**src/rtl/rs_pkg.sv**
```systemverilog
package rs_pkg;
  typedef enum logic [1:0] {
    E_IDLE = 2'd0,
    E_HELD = 2'd1,
    E_RUN  = 2'd2
  } ent_st_e;
endpackage

```
**src/rtl/rs_pick.sv**
```systemverilog
module rs_pick #(
  parameter int N = 4
) (
  input  logic [N-1:0] req_i,
  output logic [N-1:0] gnt_o
);
  always_comb begin
    logic found;
    found = 1'b0;
    gnt_o = '0;
    for (int i = 0; i < N; i++) begin
      if (req_i[i] && !found) begin
        gnt_o[i] = 1'b1;
        found    = 1'b1;
      end
    end
  end
endmodule

```
**src/rtl/rs_stat.sv**
```systemverilog
module rs_stat #(
  parameter int N_REG = 8,
  parameter int TAG_W = 3,
  localparam int REG_W = $clog2(N_REG)
) (
  input  logic             clk_i,
  input  logic             rst_ni,
  input  logic             set_i,
  input  logic [REG_W-1:0] set_reg_i,
  input  logic [TAG_W-1:0] set_tag_i,
  input  logic [REG_W-1:0] rd_a_i,
  input  logic [REG_W-1:0] rd_b_i,
  output logic [TAG_W-1:0] tag_a_o,
  output logic [TAG_W-1:0] tag_b_o,
  input  logic             bc_valid_i,
  input  logic [TAG_W-1:0] bc_tag_i,
  output logic             hit_o,
  output logic [REG_W-1:0] hit_reg_o
);
  logic [TAG_W-1:0] stat_q [N_REG];
  logic [N_REG-1:0] hit;

  assign tag_a_o = stat_q[rd_a_i];
  assign tag_b_o = stat_q[rd_b_i];

  always_comb begin
    hit_reg_o = '0;
    for (int r = 0; r < N_REG; r++) begin
      hit[r] = bc_valid_i && (stat_q[r] != '0) && (stat_q[r] == bc_tag_i);
      if (hit[r]) hit_reg_o = REG_W'(r);
    end
  end
  assign hit_o = |hit;

  always_ff @(posedge clk_i or negedge rst_ni) begin
    if (!rst_ni) begin
      for (int r = 0; r < N_REG; r++) stat_q[r] <= '0;
    end else begin
      for (int r = 0; r < N_REG; r++) begin
        if (set_i && set_reg_i == REG_W'(r)) stat_q[r] <= set_tag_i;
        else if (hit[r])                     stat_q[r] <= '0;
      end
    end
  end

  AST_ONE_OWNER: assert property (@(posedge clk_i) disable iff (!rst_ni)
    $countones(hit) <= 1);
  AST_LATEST_WINS: assert property (@(posedge clk_i) disable iff (!rst_ni)
    set_i |=> stat_q[$past(set_reg_i)] == $past(set_tag_i));
endmodule

```
**src/rtl/rs_entry.sv**
```systemverilog
module rs_entry
  import rs_pkg::*;
#(
  parameter int DATA_W = 16,
  parameter int OP_W   = 4,
  parameter int TAG_W  = 3,
  parameter int MY_TAG = 1
) (
  input  logic              clk_i,
  input  logic              rst_ni,
  input  logic              alloc_i,
  input  logic [OP_W-1:0]   op_i,
  input  logic [DATA_W-1:0] va_i,
  input  logic [TAG_W-1:0]  qa_i,
  input  logic [DATA_W-1:0] vb_i,
  input  logic [TAG_W-1:0]  qb_i,
  input  logic              grant_i,
  input  logic              bc_valid_i,
  input  logic [TAG_W-1:0]  bc_tag_i,
  input  logic [DATA_W-1:0] bc_data_i,
  output logic              free_o,
  output logic              ready_o,
  output logic [OP_W-1:0]   op_o,
  output logic [DATA_W-1:0] va_o,
  output logic [DATA_W-1:0] vb_o
);
  ent_st_e           st_q;
  logic [OP_W-1:0]   op_q;
  logic [DATA_W-1:0] va_q, vb_q;
  logic [TAG_W-1:0]  qa_q, qb_q;

  assign free_o  = (st_q == E_IDLE);
  assign ready_o = (st_q == E_HELD) && (qa_q == '0) && (qb_q == '0);
  assign op_o    = op_q;
  assign va_o    = va_q;
  assign vb_o    = vb_q;

  always_ff @(posedge clk_i or negedge rst_ni) begin
    if (!rst_ni) begin
      st_q <= E_IDLE;
      op_q <= '0;
      va_q <= '0;
      vb_q <= '0;
      qa_q <= '0;
      qb_q <= '0;
    end else if (alloc_i) begin
      st_q <= E_HELD;
      op_q <= op_i;
      va_q <= va_i;
      qa_q <= qa_i;
      vb_q <= vb_i;
      qb_q <= qb_i;
    end else begin
      if (st_q == E_HELD) begin
        if (qa_q != '0 && bc_valid_i && bc_tag_i == qa_q) begin
          va_q <= bc_data_i;
          qa_q <= '0;
        end
        if (qb_q != '0 && bc_valid_i && bc_tag_i == qb_q) begin
          vb_q <= bc_data_i;
          qb_q <= '0;
        end
        if (grant_i) st_q <= E_RUN;
      end else if (st_q == E_RUN) begin
        if (bc_valid_i && bc_tag_i == TAG_W'(MY_TAG)) st_q <= E_IDLE;
      end
    end
  end

  AST_ALLOC_FREE: assert property (@(posedge clk_i) disable iff (!rst_ni)
    alloc_i |-> st_q == E_IDLE);
  AST_WAKE_CAPTURE: assert property (@(posedge clk_i) disable iff (!rst_ni)
    (st_q == E_HELD && qa_q != '0 && bc_valid_i && bc_tag_i == qa_q && !alloc_i)
      |=> (qa_q == '0 && va_q == $past(bc_data_i)));
  AST_GRANT_COMPLETE: assert property (@(posedge clk_i) disable iff (!rst_ni)
    grant_i |-> (st_q == E_HELD && qa_q == '0 && qb_q == '0));
  AST_RELEASE: assert property (@(posedge clk_i) disable iff (!rst_ni)
    (st_q == E_RUN && bc_valid_i && bc_tag_i == TAG_W'(MY_TAG) && !alloc_i)
      |=> st_q == E_IDLE);
endmodule

```
**src/rtl/rs_pool.sv**
```systemverilog
module rs_pool #(
  parameter int N_ENT  = 4,
  parameter int N_REG  = 8,
  parameter int DATA_W = 16,
  parameter int OP_W   = 4,
  localparam int TAG_W = $clog2(N_ENT + 1),
  localparam int REG_W = $clog2(N_REG)
) (
  input  logic              clk_i,
  input  logic              rst_ni,
  input  logic              iss_valid_i,
  input  logic [OP_W-1:0]   iss_op_i,
  input  logic [REG_W-1:0]  iss_dst_i,
  input  logic [REG_W-1:0]  iss_src_a_i,
  input  logic [REG_W-1:0]  iss_src_b_i,
  input  logic [DATA_W-1:0] rf_a_data_i,
  input  logic [DATA_W-1:0] rf_b_data_i,
  output logic              iss_ready_o,
  output logic              disp_valid_o,
  input  logic              disp_ready_i,
  output logic [OP_W-1:0]   disp_op_o,
  output logic [DATA_W-1:0] disp_a_o,
  output logic [DATA_W-1:0] disp_b_o,
  output logic [TAG_W-1:0]  disp_tag_o,
  input  logic              bc_valid_i,
  input  logic [TAG_W-1:0]  bc_tag_i,
  input  logic [DATA_W-1:0] bc_data_i,
  output logic              rf_we_o,
  output logic [REG_W-1:0]  rf_waddr_o,
  output logic [DATA_W-1:0] rf_wdata_o
);
  logic [N_ENT-1:0] free_v, ready_v, alloc_gnt, disp_gnt;
  logic [OP_W-1:0]   e_op [N_ENT];
  logic [DATA_W-1:0] e_va [N_ENT];
  logic [DATA_W-1:0] e_vb [N_ENT];
  logic              iss_fire;
  logic [TAG_W-1:0]  new_tag, tag_a, tag_b, qa, qb;
  logic [DATA_W-1:0] va, vb;

  assign iss_ready_o = |free_v;
  assign iss_fire    = iss_valid_i && iss_ready_o;

  rs_pick #(.N(N_ENT)) u_alloc_pick (.req_i(free_v),  .gnt_o(alloc_gnt));
  rs_pick #(.N(N_ENT)) u_disp_pick  (.req_i(ready_v), .gnt_o(disp_gnt));

  rs_stat #(.N_REG(N_REG), .TAG_W(TAG_W)) u_stat (
    .clk_i, .rst_ni,
    .set_i(iss_fire), .set_reg_i(iss_dst_i), .set_tag_i(new_tag),
    .rd_a_i(iss_src_a_i), .rd_b_i(iss_src_b_i),
    .tag_a_o(tag_a), .tag_b_o(tag_b),
    .bc_valid_i, .bc_tag_i,
    .hit_o(rf_we_o), .hit_reg_o(rf_waddr_o)
  );
  assign rf_wdata_o = bc_data_i;

  always_comb begin
    new_tag = '0;
    for (int i = 0; i < N_ENT; i++)
      if (alloc_gnt[i]) new_tag = TAG_W'(i + 1);
  end

  // source resolution: register file, same-cycle broadcast, or pending tag
  always_comb begin
    if (tag_a == '0)                              begin qa = '0;    va = rf_a_data_i; end
    else if (bc_valid_i && bc_tag_i == tag_a)     begin qa = '0;    va = bc_data_i;   end
    else                                          begin qa = tag_a; va = '0;          end
    if (tag_b == '0)                              begin qb = '0;    vb = rf_b_data_i; end
    else if (bc_valid_i && bc_tag_i == tag_b)     begin qb = '0;    vb = bc_data_i;   end
    else                                          begin qb = tag_b; vb = '0;          end
  end

  for (genvar g = 0; g < N_ENT; g++) begin : g_ent
    rs_entry #(.DATA_W(DATA_W), .OP_W(OP_W), .TAG_W(TAG_W), .MY_TAG(g + 1)) u_ent (
      .clk_i, .rst_ni,
      .alloc_i(iss_fire && alloc_gnt[g]),
      .op_i(iss_op_i), .va_i(va), .qa_i(qa), .vb_i(vb), .qb_i(qb),
      .grant_i(disp_gnt[g] && disp_ready_i),
      .bc_valid_i, .bc_tag_i, .bc_data_i,
      .free_o(free_v[g]), .ready_o(ready_v[g]),
      .op_o(e_op[g]), .va_o(e_va[g]), .vb_o(e_vb[g])
    );
  end

  assign disp_valid_o = |ready_v;

  always_comb begin
    disp_op_o  = '0;
    disp_a_o   = '0;
    disp_b_o   = '0;
    disp_tag_o = '0;
    for (int i = 0; i < N_ENT; i++) begin
      if (disp_gnt[i]) begin
        disp_op_o  = e_op[i];
        disp_a_o   = e_va[i];
        disp_b_o   = e_vb[i];
        disp_tag_o = TAG_W'(i + 1);
      end
    end
  end

  AST_FULL_HOLDS: assert property (@(posedge clk_i) disable iff (!rst_ni)
    (!iss_ready_o && !bc_valid_i) |=> !iss_ready_o);
  AST_DISP_ONEHOT: assert property (@(posedge clk_i) disable iff (!rst_ni)
    $onehot0(disp_gnt));
endmodule

```
**config.mk**
```make
export PLATFORM = sky130hd
export DESIGN_NAME = rs_pool
export DESIGN_NICKNAME = d
export VERILOG_FILES = /design/src/rtl/rs_pkg.sv /design/src/rtl/rs_pick.sv /design/src/rtl/rs_stat.sv /design/src/rtl/rs_entry.sv /design/src/rtl/rs_pool.sv
export SDC_FILE = /design/constraint.sdc
export NUM_CORES = 1
export LEC_CHECK = 0
export BUFFER_PORTS_ARGS = -buffer_cell sky130_fd_sc_hd__buf_4
export CORE_MARGIN = 10
export CORE_UTILIZATION = 55
export DETAILED_ROUTE_END_ITERATION = 16
export PLACE_DENSITY = 0.72
export SLEW_MARGIN = 20
export SYNTH_ARGS = -nofsm -noshare
export SYNTH_HDL_FRONTEND = slang
export SYNTH_SLANG_ARGS = --single-unit
```
**constraint.sdc**
```tcl
create_clock -name clk_i -period 3.48 [get_ports clk_i]
set_clock_uncertainty 0.1 [all_clocks]
set_input_delay 0.696 -clock clk_i [delete_from_list [all_inputs] [get_ports clk_i]]
set_output_delay 0.696 -clock clk_i [all_outputs]
set_load 0.01 [all_outputs]
```
==> impl_metrics.json <==
{
  "grtUsageTotal": 0.273,
  "first_pass_iters": 7,
  "synth_common_cells": "200 x dfrtp_1, 159 x nand2_1, 105 x o21ai_0",
  "synth-async-reset-ratio": 1.00,
  "min_period_over_period": 1.05,
  "grt_overflow": 0,
  "drc": 0,
  "power_switching_uw": 5570,
  "crit_fanout": 6,
  "die_height_um": 168,
  "p_int_uw": 7370,
  "hold_viol": 0,
  "synth_nets": 1372,
  "die_area_um2": 28100,
  "routedWlPerCell_um": 24.2,
  "switching_share": 0.430,
  "ir_worst_vdd_uv": 458,
  "place_inst": 1630,
  "period_needed_ns": 3.67,
  "synthToLayoutAreaGrowth_pct": 20.2,
  "synth_area_leader_cell": "dfrtp_1",
  "synthTopCellsByArea": "dfrtp_1 42%, nand2_1 5.0%, a32oi_1 4.8%",
  "drt_iter0_markers": 1324,
  "hp-class": "in -> async",
  "yosys.area_share.simple": 0.148,
  "synth_edf_count": 0,
  "drv_cap": 0,
  "seqPwrFrac": 0.310,
  "synth-compound-area-share": 0.263,
  "num_rows": 53,
  "fill_cells": 1712,
  "core_area_um2": 21200,
  "power_density_nw_per_um2": 899,
  "grt_max_degree": 73,
  "final_nets": 1482,
  "ys_seq_elements": 200,
  "place.gp.congestion": 0.920,
  "synth_top_family_by_area": "compound AO/OA/AOI/OAI gates",
  "wl_um": 40900,
  "fmax_mhz": 273,
  "vias": 11448,
  "relSlewSlack": 0.448,
  "layout-drive-gt1-share": 0.234,
  "first_global_vias": 11145,
  "setup_viol_count_final": 35,
  "cts_made_buffers": 17,
  "synth_top_cell_area_share": 0.418,
  "combPwrFrac": 0.525,
  "grt_pass1_wl_um": 62700,
  "port_buffers": 129,
  "arrival_ns": 2.87,
  "max_stage_delay_ns": 0.46,
  "yosysMostFrequentCell": "dfrtp_1",
  "clk_pin_slew_ns": 0.08,
  "final_cell_count_no_fill": 1692,
  "synth.distinct_cells": 68,
  "ioPinCount": 130,
  "start_util": 0.564,
  "worstSkewPairLatency_ns": 0.44,
  "synth_warnings": 0,
  "antenna_found_initial": 0,
  "clockPowerShare": 0.165,
  "antenna_left": 0,
  "syn_avg_cell_area_um2": 9.26,
  "yosysSeqAreaShare": 0.418,
  "required_ns": 2.68,
  "leakage_uw": 0.00640,
  "syn_inst": 1294,
  "utilization": 0.678,
  "slew_viol_final": 0,
  "synthesis.area_um2": 12000,
  "path_cells": "inv_2, ha_4, or4b_4, nor4_4, buf_6, nor2b_4, buf_8, a222oi_1, a21oi_1, buf_4",
  "synthAdderAreaFrac": 0.00940,
  "worst-setup-path-type": "reg -> out",
  "whs_ns": 0.141,
  "htree_num_levels": 4,
  "rsz0062_at_grt": "yes",
  "ys.flop_type": "dfrtp_1",
  "outcome": "finished with violations",
  "vias_per_cell": 6.77,
  "critPathLaunchType": "flop",
  "power_uw": 12900,
  "setup_slack_ns": -0.189,
  "tightest_slew_ns": 0.829,
  "violations": "negative setup slack",
  "end_kind": "primary output",
  "worst_path_max_delay_cell": "or4b_4",
  "cts_buffer_depth": 2,
  "antenna_cells": 0,
  "cts_tree": "done",
  "dp_hpwl_um": 25900,
  "cts_sinks": 200,
  "muxShareOfSynthArea": 0.0721,
  "die_x_um": 168,
  "synth_xor_area_frac": 0.0278,
  "root_buffer": "clkbuf_16",
  "pre_cts_ws_ns": 0.127
}
==> power groups by stage <==
stage | clock network, µW | logic [µW] | registers, µW
3_3_place_gp | 0 | 5720 | 3970
3_5_place_dp | 0 | 5870 | 3970
5_1_grt | 2220 | 7340 | 4110
6_report | 2130 | 6800 | 4010
2_1_floorplan | 0 | 3730 | 3730
4_1_cts | 2140 | 6210 | 3960
==> state kept, by name, indices dropped and copies added (netlist names) <==
signal	cells
u_stat.stat_q	24
g_ent.u_ent.op_o	16
g_ent.u_ent.qa_q	12
g_ent.u_ent.vb_o	64
g_ent.u_ent.st_q	8
g_ent.u_ent.va_o	64
g_ent.u_ent.qb_q	12
==> final timing paths <==
kind	startpoint	end	slack, ns	cells after the start
worst max register to register	g_ent[0].u_ent.st_q[1]	g_ent[3].u_ent.va_o[10]	0.64	11
worst min register to register	g_ent[2].u_ent.op_o[3]	g_ent[2].u_ent.op_o[3]	0.38	2
worst min-delay path	rst_ni	u_stat.stat_q[9]	0.14	1
worst max-delay path	g_ent[0].u_ent.st_q[1]	disp_b_o[7]	-0.19	10
min in group clk_i	iss_op_i[3]	g_ent[3].u_ent.op_o[3]	0.37	3
max in group asynchronous	rst_ni	g_ent[1].u_ent.va_o[2]	2.30	2
==> worst max-delay path: cells and delay by family (launching register included) <==
family / cells / cell delay (ns)
and+or+nand+nor: 3 / 0.74
AOI/OAI and AO/OA: 2 / 0.58
buffers and inverters: 4 / 0.57
DFF: 1 / 0.40
adders and majority gates: 1 / 0.12
==> layout make-up <==
class                      instances  area [µm²]  share of cell area
clock buffer                      17         425              0.0296
clock inverter                    15         205              0.0143
inverter                          36         138             0.00956
multi-input combinational        940        6430               0.447
sequential                       200        5000               0.348
tap                              275         344              0.0239
timing repair buffer             209        1850               0.128
==> kinds of logic after synthesis <==
family / after synthesis
multiplexers: 77
adder cells (fa/ha/maj): 9
AND/OR/NAND/NOR: 384
flip-flops: 200
buffers and inverters: 156
AO/OA/AOI/OAI: 430
XOR/XNOR: 38
==> cell usage in the layout, fill, tap and decap left out, drive strengths merged, types with 7 or more instances in the layout <==
| cell type | count |
|---|---|
| a211oi | 8 |
| a21oi | 24 |
| a221o | 17 |
| a22o | 13 |
| a22oi | 65 |
| a31oi | 35 |
| a32o | 7 |
| a32oi | 65 |
| and2 | 11 |
| and3 | 14 |
| buf | 205 |
| clkbuf | 21 |
| dfrtp | 200 |
| ha | 9 |
| inv | 44 |
| mux2 | 34 |
| mux2i | 39 |
| nand2 | 159 |
| nand3 | 41 |
| nand4 | 7 |
| nor2 | 93 |
| nor2b | 9 |
| nor3 | 19 |
| o211ai | 7 |
| o21ai | 107 |
| o221ai | 8 |
| o311ai | 8 |
| o31ai | 33 |
| or3b | 11 |
| xnor2 | 30 |
| xor2 | 8 |
==> per-layer routing <==
metal / vias to the layer above / share of wire / track usage
met5: - / 0 / 0
met4: 0 / 0.034 / 0.104
met3: 98 / 0.099 / 0.0520
met2: 703 / 0.46 / 0.430
met1: 5552 / 0.40 / 0.364
li1: 5095 / - / -
==> metrics by stage <==
stage | setup TNS, ns | area [µm²]
after floorplan | 0 | 12000
after global placement | 0 | 13200
after detailed placement | 0 | 13200
after CTS | -6.35 | 14100
after global routing | -6.53 | 14400
final | -2.64 | 14400
==> what timing repair did <==
action,4_1_cts,5_1_grt
setup buffers,14,12
endpoints found under the setup margin,38,39
resized for setup,26,32
pin swaps,10,18
hold buffers,0,0
gates cloned,2,5
(Power assumes the default switching activity.)
